$ cat src/rtl/dram_ref_pkg.sv
package dram_ref_pkg;

   typedef enum logic [2:0] {
      ST_PAUSE,
      ST_IDLE,
      ST_REQ,
      ST_LEAD,
      ST_ACT,
      ST_PRE
   } ref_state_t;

   // integer division rounded up, used to turn ns limits into cycles
   function automatic int cdiv(input int num, input int den);
      return (num + den - 1) / den;
   endfunction

   function automatic int imax(input int a, input int b);
      return (a > b) ? a : b;
   endfunction

endpackage

$ cat src/rtl/dram_ref_timer.sv
module dram_ref_timer #(
   parameter int PAUSE_C    = 20000,
   parameter int INTERVAL_C = 3105
) (
   input  logic clk,
   input  logic rst_n,
   input  logic run,
   output logic pause_done,
   output logic tick
);
   localparam int PW = $clog2(PAUSE_C + 1);
   localparam int IW = $clog2(INTERVAL_C + 1);

   logic [PW-1:0] pause_q;
   logic [IW-1:0] ivl_q;

   // power-up pause: pause_done is set on edge number PAUSE_C after reset
   always_ff @(posedge clk) begin
      if (!rst_n) begin
         pause_q    <= '0;
         pause_done <= 1'b0;
      end else if (!pause_done) begin
         if (pause_q == PW'(PAUSE_C - 1)) pause_done <= 1'b1;
         else                             pause_q    <= pause_q + 1'b1;
      end
   end

   // free-running refresh interval, active once initialization is over
   assign tick = run && (ivl_q == IW'(INTERVAL_C - 1));

   always_ff @(posedge clk) begin
      if (!rst_n)    ivl_q <= '0;
      else if (!run) ivl_q <= '0;
      else if (tick) ivl_q <= '0;
      else           ivl_q <= ivl_q + 1'b1;
   end
endmodule

$ cat src/rtl/dram_ref_backlog.sv
module dram_ref_backlog #(
   parameter int MAX_PEND = 8,
   parameter int CNT_W    = $clog2(MAX_PEND + 1)
) (
   input  logic             clk,
   input  logic             rst_n,
   input  logic             inc,
   input  logic             dec,
   output logic [CNT_W-1:0] cnt
);
   always_ff @(posedge clk) begin
      if (!rst_n) begin
         cnt <= '0;
      end else begin
         unique case ({inc, dec})
            2'b10:   if (cnt != CNT_W'(MAX_PEND)) cnt <= cnt + 1'b1;
            2'b01:   if (cnt != '0)               cnt <= cnt - 1'b1;
            default: cnt <= cnt;
         endcase
      end
   end
endmodule

$ cat src/rtl/dram_ref_engine.sv
module dram_ref_engine
   import dram_ref_pkg::*;
#(
   parameter int CSR_C  = 2,
   parameter int CHR_C  = 2,
   parameter int ACT_C  = 14,
   parameter int PRE_C  = 8,
   parameter int INIT_N = 8,
   parameter int PEND_W = 4,
   parameter int ROR_EN = 0
) (
   input  logic              clk,
   input  logic              rst_n,
   input  logic              pause_done,
   input  logic              ref_gnt,
   input  logic [PEND_W-1:0] pend_cnt,
   output logic              ref_req,
   output logic              bus_own,
   output logic              ras_n,
   output logic              cas_n,
   output logic              we_n,
   output logic              init_done,
   output logic              cyc_end
);
   localparam int MAXC = imax(imax(CSR_C, ACT_C), PRE_C);
   localparam int CW   = $clog2(MAXC + 1);
   localparam int NW   = $clog2(INIT_N + 1);

   ref_state_t    state_q;
   logic [CW-1:0] cnt_q;
   logic [NW-1:0] init_q;
   logic          seg_last;

   always_comb begin
      unique case (state_q)
         ST_LEAD: seg_last = (cnt_q == CW'(CSR_C - 1));
         ST_ACT:  seg_last = (cnt_q == CW'(ACT_C - 1));
         ST_PRE:  seg_last = (cnt_q == CW'(PRE_C - 1));
         default: seg_last = 1'b0;
      endcase
   end

   assign cyc_end = (state_q == ST_PRE) && seg_last;

   always_ff @(posedge clk) begin
      if (!rst_n) begin
         state_q   <= ST_PAUSE;
         cnt_q     <= '0;
         init_q    <= '0;
         init_done <= 1'b0;
      end else begin
         unique case (state_q)
            ST_PAUSE: if (pause_done) state_q <= ST_REQ;
            ST_IDLE:  if (pend_cnt != '0) state_q <= ST_REQ;
            ST_REQ: begin
               if (ref_gnt) begin
                  state_q <= ST_LEAD;
                  cnt_q   <= '0;
               end
            end
            ST_LEAD: begin
               if (seg_last) begin
                  state_q <= ST_ACT;
                  cnt_q   <= '0;
               end else begin
                  cnt_q <= cnt_q + 1'b1;
               end
            end
            ST_ACT: begin
               if (seg_last) begin
                  state_q <= ST_PRE;
                  cnt_q   <= '0;
               end else begin
                  cnt_q <= cnt_q + 1'b1;
               end
            end
            ST_PRE: begin
               if (seg_last) begin
                  cnt_q <= '0;
                  if (!init_done) begin
                     // bus is kept for the whole initialization burst
                     if (init_q == NW'(INIT_N - 1)) begin
                        init_done <= 1'b1;
                        state_q   <= ST_IDLE;
                     end else begin
                        init_q  <= init_q + 1'b1;
                        state_q <= ST_LEAD;
                     end
                  end else if ((pend_cnt > PEND_W'(1)) && ref_gnt) begin
                     state_q <= ST_LEAD;
                  end else begin
                     state_q <= ST_IDLE;
                  end
               end else begin
                  cnt_q <= cnt_q + 1'b1;
               end
            end
            default: state_q <= ST_IDLE;
         endcase
      end
   end

   assign bus_own = (state_q == ST_LEAD) || (state_q == ST_ACT) || (state_q == ST_PRE);
   assign ref_req = bus_own || (state_q == ST_REQ);
   assign ras_n   = (state_q != ST_ACT);
   assign we_n    = 1'b1;

   generate
      if (ROR_EN != 0) begin : g_ras_only
         assign cas_n = 1'b1;
      end else begin : g_cbr
         assign cas_n = !((state_q == ST_LEAD) ||
                          ((state_q == ST_ACT) && (cnt_q < CW'(CHR_C))));
      end
   endgenerate
endmodule

$ cat src/rtl/dram_refresh_seq.sv
module dram_refresh_seq
   import dram_ref_pkg::*;
#(
   parameter int CLK_NS        = 5,
   parameter int PAUSE_NS      = 100_000,
   parameter int ROWS          = 1024,
   parameter int NORMAL_RET_NS = 16_000_000,
   parameter int LP_RET_NS     = 128_000_000,
   parameter int LOW_POWER     = 0,
   parameter int GUARD_CYC     = 20,
   parameter int INIT_REFRESH  = 8,
   parameter int MAX_PENDING   = 8,
   parameter int T_CSR_NS      = 10,
   parameter int T_CHR_NS      = 10,
   parameter int T_RAS_NS      = 60,
   parameter int T_RC_NS       = 110,
   parameter int T_RP_NS       = 40,
   parameter int T_CPN_NS      = 10,
   parameter int ROR_EN        = 0,
   localparam int ROW_W        = $clog2(ROWS)
) (
   input  logic             clk,
   input  logic             rst_n,
   output logic             ref_req,
   input  logic             ref_gnt,
   output logic             bus_own,
   output logic             ram_ras_n,
   output logic             ram_cas_n,
   output logic             ram_we_n,
   output logic [ROW_W-1:0] ram_row,
   output logic             init_done
);
   localparam int RET_NS     = (LOW_POWER != 0) ? LP_RET_NS : NORMAL_RET_NS;
   localparam int INTERVAL_C = RET_NS / ROWS / CLK_NS - GUARD_CYC;
   localparam int PAUSE_C    = cdiv(PAUSE_NS, CLK_NS);
   localparam int CSR_C      = cdiv(T_CSR_NS, CLK_NS);
   localparam int CHR_C      = cdiv(T_CHR_NS, CLK_NS);
   localparam int ACT_C      = imax(cdiv(T_RAS_NS, CLK_NS), cdiv(T_RC_NS - T_RP_NS, CLK_NS));
   localparam int PRE_C      = imax(cdiv(T_RP_NS, CLK_NS), cdiv(T_CPN_NS, CLK_NS));
   localparam int CYC_C      = CSR_C + ACT_C + PRE_C;
   localparam int PEND_W     = $clog2(MAX_PENDING + 1);

   // elaboration-time parameter checks
   generate
      if (ROWS < 2) begin : g_bad_rows
         $error("ROWS must be at least 2");
      end
      if (PAUSE_C < 1) begin : g_bad_pause
         $error("pause must last at least one cycle");
      end
      if (CHR_C >= ACT_C) begin : g_bad_chr
         $error("CAS hold must end before RAS rises");
      end
      if (INTERVAL_C <= CYC_C) begin : g_bad_ivl
         $error("refresh interval shorter than one refresh cycle");
      end
      if (INIT_REFRESH < 1 || MAX_PENDING < 1) begin : g_bad_cnt
         $error("init and backlog counts must be positive");
      end
   endgenerate

   logic              pause_done;
   logic              tick;
   logic              cyc_end;
   logic              served;
   logic [PEND_W-1:0] pend_cnt;

   dram_ref_timer #(
      .PAUSE_C    (PAUSE_C),
      .INTERVAL_C (INTERVAL_C)
   ) u_timer (
      .clk        (clk),
      .rst_n      (rst_n),
      .run        (init_done),
      .pause_done (pause_done),
      .tick       (tick)
   );

   // initialization cycles are not taken from the backlog
   assign served = cyc_end && init_done;

   dram_ref_backlog #(
      .MAX_PEND (MAX_PENDING),
      .CNT_W    (PEND_W)
   ) u_backlog (
      .clk   (clk),
      .rst_n (rst_n),
      .inc   (tick),
      .dec   (served),
      .cnt   (pend_cnt)
   );

   dram_ref_engine #(
      .CSR_C  (CSR_C),
      .CHR_C  (CHR_C),
      .ACT_C  (ACT_C),
      .PRE_C  (PRE_C),
      .INIT_N (INIT_REFRESH),
      .PEND_W (PEND_W),
      .ROR_EN (ROR_EN)
   ) u_engine (
      .clk        (clk),
      .rst_n      (rst_n),
      .pause_done (pause_done),
      .ref_gnt    (ref_gnt),
      .pend_cnt   (pend_cnt),
      .ref_req    (ref_req),
      .bus_own    (bus_own),
      .ras_n      (ram_ras_n),
      .cas_n      (ram_cas_n),
      .we_n       (ram_we_n),
      .init_done  (init_done),
      .cyc_end    (cyc_end)
   );

   generate
      if (ROR_EN != 0) begin : g_row_ctr
         logic [ROW_W-1:0] row_q;
         always_ff @(posedge clk) begin
            if (!rst_n)                           row_q <= '0;
            else if (cyc_end && row_q == ROW_W'(ROWS - 1)) row_q <= '0;
            else if (cyc_end)                     row_q <= row_q + 1'b1;
         end
         assign ram_row = row_q;
      end else begin : g_no_row
         assign ram_row = '0;
      end
   endgenerate
endmodule

$ cat config.mk
export PLATFORM = sky130hd
export DESIGN_NAME = dram_refresh_seq
export DESIGN_NICKNAME = d
export VERILOG_FILES = /design/src/rtl/dram_ref_pkg.sv /design/src/rtl/dram_ref_timer.sv /design/src/rtl/dram_ref_backlog.sv /design/src/rtl/dram_ref_engine.sv /design/src/rtl/dram_refresh_seq.sv
export SDC_FILE = /design/constraint.sdc
export NUM_CORES = 1
export LEC_CHECK = 0
export ABC_CLOCK_PERIOD_IN_PS = 2200
export BUFFER_PORTS_ARGS = -buffer_cell sky130_fd_sc_hd__buf_2
export CAP_MARGIN = 20
export CORE_MARGIN = 2
export CORE_UTILIZATION = 30
export CTS_CLUSTER_SIZE = 30
export DETAILED_ROUTE_END_ITERATION = 8
export PLACE_DENSITY = 0.56
export SLEW_MARGIN = 5
export SYNTH_ARGS = -nofsm -noshare
export SYNTH_HDL_FRONTEND = slang
export SYNTH_SLANG_ARGS = --single-unit
$ cat constraint.sdc
create_clock -name clk -period 2.2 [get_ports clk]
set_input_delay 0.11 -clock clk [delete_from_list [all_inputs] [get_ports clk]]
set_output_delay 0.11 -clock clk [all_outputs]
set_load 0.1 [all_outputs]
==> flow_summary.yaml, run 1 <==
power_and_ir_drop:
  power_switching_uw: 372
  power_frac_seq: 0.494
  combPwrFrac: 0.066
  p_sw_frac: 0.228
  intPower_uw: 1260
  power_leakage_uw: 0.000990
  p_per_area_mw_per_mm2: 607
  ir_drop_uv: 262
  pwr-share-clk: 0.439
logic_synthesis:
  synth_cell_type_count: 52
  async_flop_share: 0
  syn_inst: 265
  synth_seq_area_share: 0.366
  yosys-top-cells-count: "dfxtp_1, nor2_1, nand2_1"
  synth_mux_area_frac: 0.0208
  synth-compound-area-share: 0.0921
  synth-seq-cells: 44
  synth_top_family_by_area: "simple AND/OR/NAND/NOR gates"
  avgSynthCellArea_um2: 9.07
  synthSimpleGateAreaFrac: 0.283
  netlist_area_mm2: 0.00240
  synth_xor_area_frac: 0.109
  synth_top_area_cell: "dfxtp_1"
  synth_top_area_share: 0.366
  yosys_warnings: 0
  synth-edff-count: 0
  synthAdderAreaFrac: 0.0573
  synth.most_common_cell: "dfxtp_1"
  ys_top_cells_by_area: "dfxtp_1, xnor2_1, ha_1"
  synthFlopType: "dfxtp_1"
critical_path:
  max_stage_delay_ns: 0.37
  worst_path_max_delay_cell: "or3_1"
  path_cells: "inv_1, ha_1, nor4b_2, nand3_1, ha_1, o21bai_2, or3_1, a21boi_1"
  startpoint_type: "flop"
  path_delay_family: "simple AND/OR/NAND/NOR gates"
  cp.arrival_ns: 2.27
  timing.rr.end: "u_backlog.cnt[2]"
  r2r_slack_ns: 0.16
  cp_max_fo: 5
  crit_path_end_kind: "flop"
  worst_ep_required_time_ns: 2.43
  worst-setup-path-type: "flop to flop"
  r2r-start: "u_timer.ivl_q[0]"
  cp_num_buf_inv: 1
  crit_path_frequent_cell: "ha_1"
  ff2ff_path_depth: 8
drt:
  drt_iter0_drc: 43
  ant_nets: 0
  route.detailed.drc: 0
  via_per_inst: 4.56
  wl_um: 4180
  drt_pass1_iterations: 4
  avgRoutedWirePerCell_um: 11.0
  vias: 1738
die:
  coreArea_mm2: 0.00773
  start_util: 0.311
  die_h_um: 93.5
  die_area_mm2: 0.00874
  io_pins: 19
  num_rows: 32
  chipWidth_um: 93.5
clock_tree:
  htree_levels: 2
  cts_tree: "done"
  path_clk_slew_ns: 0.08
  cts_hold_buf: 0
  cts_buffers: 5
  cts_sinks: 44
  postCtsSetupBuffers: 0
  root_buffer: "clkbuf_8"
  worst_skew_pair.late_latency_ns: 0.29
  cts_max_path_buffers: 2
global_route:
  grt_pass1_vias: 1700
  antenna_found_initial: 0
  grtUsageMet1: 0.124
  grt_busiest_layer: "met2"
  grt_pass1_wl_um: 7360
  grt-ovfl-total: 0
  use_met2: 0.180
  grt_usage: 0.104
  grtUsageMet3: 0.0266
  grt_max_degree: 17
worst_hold_path:
  hold_end: "u_timer.pause_q[1]"
  hp-start: "rst_n"
  whs_path_depth: 2
  hp-class: "primary input to flop"
finish:
  area_growth_pct: 11.8
  drive_gt1_frac: 0.136
  postLayoutCoreUtil: 0.348
  finish.instance_area_mm2: 0.00269
  antenna_cells: 0
  nets: 293
sta:
  drv_slew: 0
  min_period_ns: 2.04
  finalHoldWorstSlack_ns: 0.175
  fmax_mhz: 490
  skew_ns: 0.00674
  finalSetupViolCount: 0
  hold_viol: 0
  fin_crit_sh: 0.927
place:
  place_congestion: 0.743
  io_buffers: 7
  post-dp-hpwl_um: 3040
  post_dp_cell_area_mm2: 0.00255
run_status:
  status: "finished, final reports clean"
run:
  maxCapViolCount: 0
==> power by group through the flow <==
stage	clock (uW)	combinational [uW]	sequential, uW
floorplan	0	114	824
global placement	0	108	825
detailed placement	0	108	825
CTS	736	109	806
global route	767	113	807
finish	717	108	806
==> worst max-delay path by stage <==
| stage | endpoint | cells after the start | start | slack [ns] |
|---|---|---|---|---|
| finish | u_backlog.cnt[2] | 8 | u_timer.ivl_q[0] | 0.16 |
| global route | u_backlog.cnt[2] | 9 | u_timer.ivl_q[1] | -0.03 |
| CTS | u_backlog.cnt[2] | 8 | u_timer.ivl_q[0] | 0.04 |
| detailed placement | u_backlog.cnt[2] | 8 | u_timer.ivl_q[0] | 0.08 |
| global placement | u_backlog.cnt[2] | 8 | u_timer.ivl_q[0] | 0.22 |
| floorplan | u_engine.state_q[1] | 7 | u_engine.state_q[0] | 0.01 |
==> per-stage QoR <==
step                cells  setup TNS (ns)  power (uW)  setup slack (ns)
CTS                   381               0        1650            0.0391
finish                381               0        1630             0.161
detailed placement    374               0         934            0.0827
global placement      374               0         933             0.217
global route          381         -0.0282        1690           -0.0282
floorplan             274               0         938            0.0116
==> what timing repair did <==
| action | 4_1_cts | 5_1_grt |
|---|---|---|
| gates resized for setup | 0 | 3 |
| endpoints found under the setup margin | 0 | 4 |
| hold endpoints to repair | 0 | 0 |
==> sequential cells by signal (all words and copies together) (netlist names) <==
| name | flops |
|---|---|
| u_backlog.cnt | 4 |
| u_engine.cnt_q | 4 |
| u_engine.init_done | 1 |
| u_engine.init_q | 4 |
| u_engine.state_q | 3 |
| u_timer.ivl_q | 12 |
| u_timer.pause_done | 1 |
| u_timer.pause_q | 15 |
==> final cells by class <==
class / count / area [um2]
fillers: 806 / 5040
multi-input cells: 203 / 1410
flip-flops and latches: 44 / 883
well taps: 102 / 128
repair buffers: 16 / 103
clock buffers: 5 / 68.8
clock inverters: 2 / 60.1
inverters: 9 / 33.8
==> metal layers <==
layer | part of all wire | wire [um]
met4 | 0.014 | 59
met1 | 0.48 | 2000
met2 | 0.48 | 2010
met3 | 0.023 | 98
met5 | 0 | 0
==> cells by family after synthesis <==
logic type / count (synthesis)
simple gates: 116
compound gates: 30
fa+ha+maj: 11
xor+xnor: 30
flops: 44
buf+inv: 27
mux: 5
other cells: 2
==> cell usage in the layout, fill, tap and decap left out, types with 2 or more instances in the layout <==
cell type  synthesis  routed
a21boi_1           3       3
and2_1            16      16
o311a_1            2       2
nand3_1           17      17
nor2b_1            5       5
nor3_1             4       4
xor2_1            13      13
nor2_1            29      29
and3b_1            2       2
clkbuf_8           0       5
dfxtp_2            0       2
a21oi_1            3       3
a31oi_1            4       4
dfxtp_1           44      42
nand4_1            4       4
o21ai_0            4       4
ha_1              11      11
inv_1              8       8
nand2_1           20      20
conb_1             2      11
nor4b_4            2       2
bufinv_16          0       2
o21bai_2           1       2
buf_4             12       9
mux2i_1            5       5
buf_2              2       7
nor4b_2            1       2
o21ai_1            3       3
xnor2_1           17      17
and3_1             3       3
Note: power is estimated with default switching activity, not from simulation.
==> run 2, diff against run 1 <==
CORE_ASPECT_RATIO = 2   (was not set)
==> run 2 against run 1 <==
Net effect: combinational power about the same; worst setup slack better by 0.041 ns; first-iteration DRC count up 16%; via count up 2.2%; sequential power about the same; critical path type unchanged; routed wire length up 8.2%; total power up 13%.
==> flow_summary.yaml, run 2 (same netlist as run 1, synthesis figures left out) <==
run_status:
  status: "finished, final reports clean"
die:
  num_rows: 46
  start_util: 0.307
  die_area_mm2: 0.00879
  chipWidth_um: 67.3
  coreArea_mm2: 0.00783
  io_pins: 19
  die_h_um: 131
power_and_ir_drop:
  p_sw_frac: 0.211
  p_per_area_mw_per_mm2: 671
  power_frac_seq: 0.438
  pwr-share-clk: 0.505
  intPower_uw: 1460
  combPwrFrac: 0.057
  power_leakage_uw: 0.00101
  ir_drop_uv: 421
  power_switching_uw: 389
global_route:
  antenna_found_initial: 0
  grt_pass1_wl_um: 7820
  grt_usage: 0.115
  grt-ovfl-total: 0
  grt_pass1_vias: 1789
  grt_max_degree: 27
sta:
  finalSetupViolCount: 0
  hold_viol: 0
  min_period_ns: 2.00
  drv_slew: 0
  finalHoldWorstSlack_ns: 0.265
  setup_total_negative_slack_ns: 0
  fin_crit_sh: 0.909
  fmax_mhz: 500
  skew_ns: 0.00518
  setup_slack_ns: 0.201
drt:
  wl_um: 4520
  drt_pass1_iterations: 4
  vias: 1776
  avgRoutedWirePerCell_um: 12.1
  via_per_inst: 4.76
  route.detailed.drc: 0
  ant_nets: 0
  drt_iter0_drc: 50
finish:
  largest_register_ffs: 15
  layout_commonest_cell: "dfxtp_1"
  nets: 291
  antenna_cells: 0
  regMostFlops: "u_timer.pause_q"
  drive_gt1_frac: 0.152
  area_growth_pct: 14.3
  fin_cells: 373
  top_regs: "u_timer.pause_q: 15 flops, u_timer.ivl_q: 12 flops"
  final_cell_mix: "dfxtp_1, nor2_1, nand2_1, nand3_1, xnor2_1"
  postLayoutCoreUtil: 0.351
clock_tree:
  postCtsSetupBuffers: 0
  path_clk_slew_ns: 0.06
  cts_max_path_buffers: 2
  cts_tree: "done"
  cts_sinks: 44
  htree_levels: 2
  worst_skew_pair.late_latency_ns: 0.28
  cts_buffers: 5
  root_buffer: "clkbuf_16"
critical_path:
  cp-startpoint: "u_timer.ivl_q[5]"
  startpoint_type: "flop"
  worst-setup-path-type: "flop to flop"
  timing.rr.end: "u_backlog.cnt[2]"
  cp_max_fo: 5
  cp.arrival_ns: 2.21
  worst_ep_required_time_ns: 2.41
  ff2ff_path_depth: 6
  crit_path_end_kind: "flop"
  critical_path.endpoint: "u_backlog.cnt[2]"
  r2r_slack_ns: 0.20
  r2r-start: "u_timer.ivl_q[5]"
run:
  maxCapViolCount: 0
place:
  pre_cts_ws_ns: 0.156
  place_congestion: 0.809
  post-dp-hpwl_um: 3260
  io_buffers: 7
  placedCellCount: 366
worst_hold_path:
  hp-class: "primary input to flop"
  hp-start: "rst_n"
run 2: worst min path at each step:
stage,endpoint,depth (start not counted)
2_1_floorplan,u_engine.cnt_q[0],1
3_3_place_gp,u_timer.ivl_q[0],1
3_5_place_dp,u_timer.ivl_q[0],1
4_1_cts,u_engine.state_q[0],2
5_1_grt,u_engine.state_q[0],4
6_report,u_engine.state_q[0],2
run 2: cell type report:
class,instances,area (um2)
multi-input combinational,203,1430
clock buffer,5,125
fill,832,5080
sequential,44,886
tap,96,120
clock inverter,2,60.1
timing repair buffer,14,87.6
inverter,9,33.8
run 2: worst max-delay path, cell delays in order (launching register included):
cell and delay (ns):
dfxtp_1 0.38, nor4bb_1 0.34, nand3_1 0.19, ha_2 0.30
o21bai_2 0.23, or3_1 0.36, a21boi_1 0.14
run 2: through the flow:
step / cell area [um2] / total power, uW
2_1_floorplan: 2450 / 938
4_1_cts: 2710 / 1870
3_5_place_dp: 2520 / 931
3_3_place_gp: 2520 / 930
5_1_grt: 2750 / 1910
6_report: 2750 / 1840
run 2: what timing repair did:
action                     in CTS  in global routing
hold buffers                    0                  0
setup endpoints to repair       0                  2
resized for setup               0                  9
run 2: routing by layer:
| layer | track usage | wire, um |
|---|---|---|
| met5 | 0 | 0 |
| met4 | 0.0468 | 83 |
| met3 | 0.0214 | 107 |
| met2 | 0.203 | 2350 |
| met1 | 0.131 | 1980 |
run 2: power groups by stage:
| stage | logic [uW] | clock network (uW) | registers (uW) |
|---|---|---|---|
| 2_1_floorplan | 114 | 0 | 824 |
| 3_3_place_gp | 105 | 0 | 825 |
| 3_5_place_dp | 106 | 0 | 825 |
| 4_1_cts | 106 | 960 | 807 |
| 5_1_grt | 111 | 996 | 808 |
| 6_report | 106 | 931 | 808 |
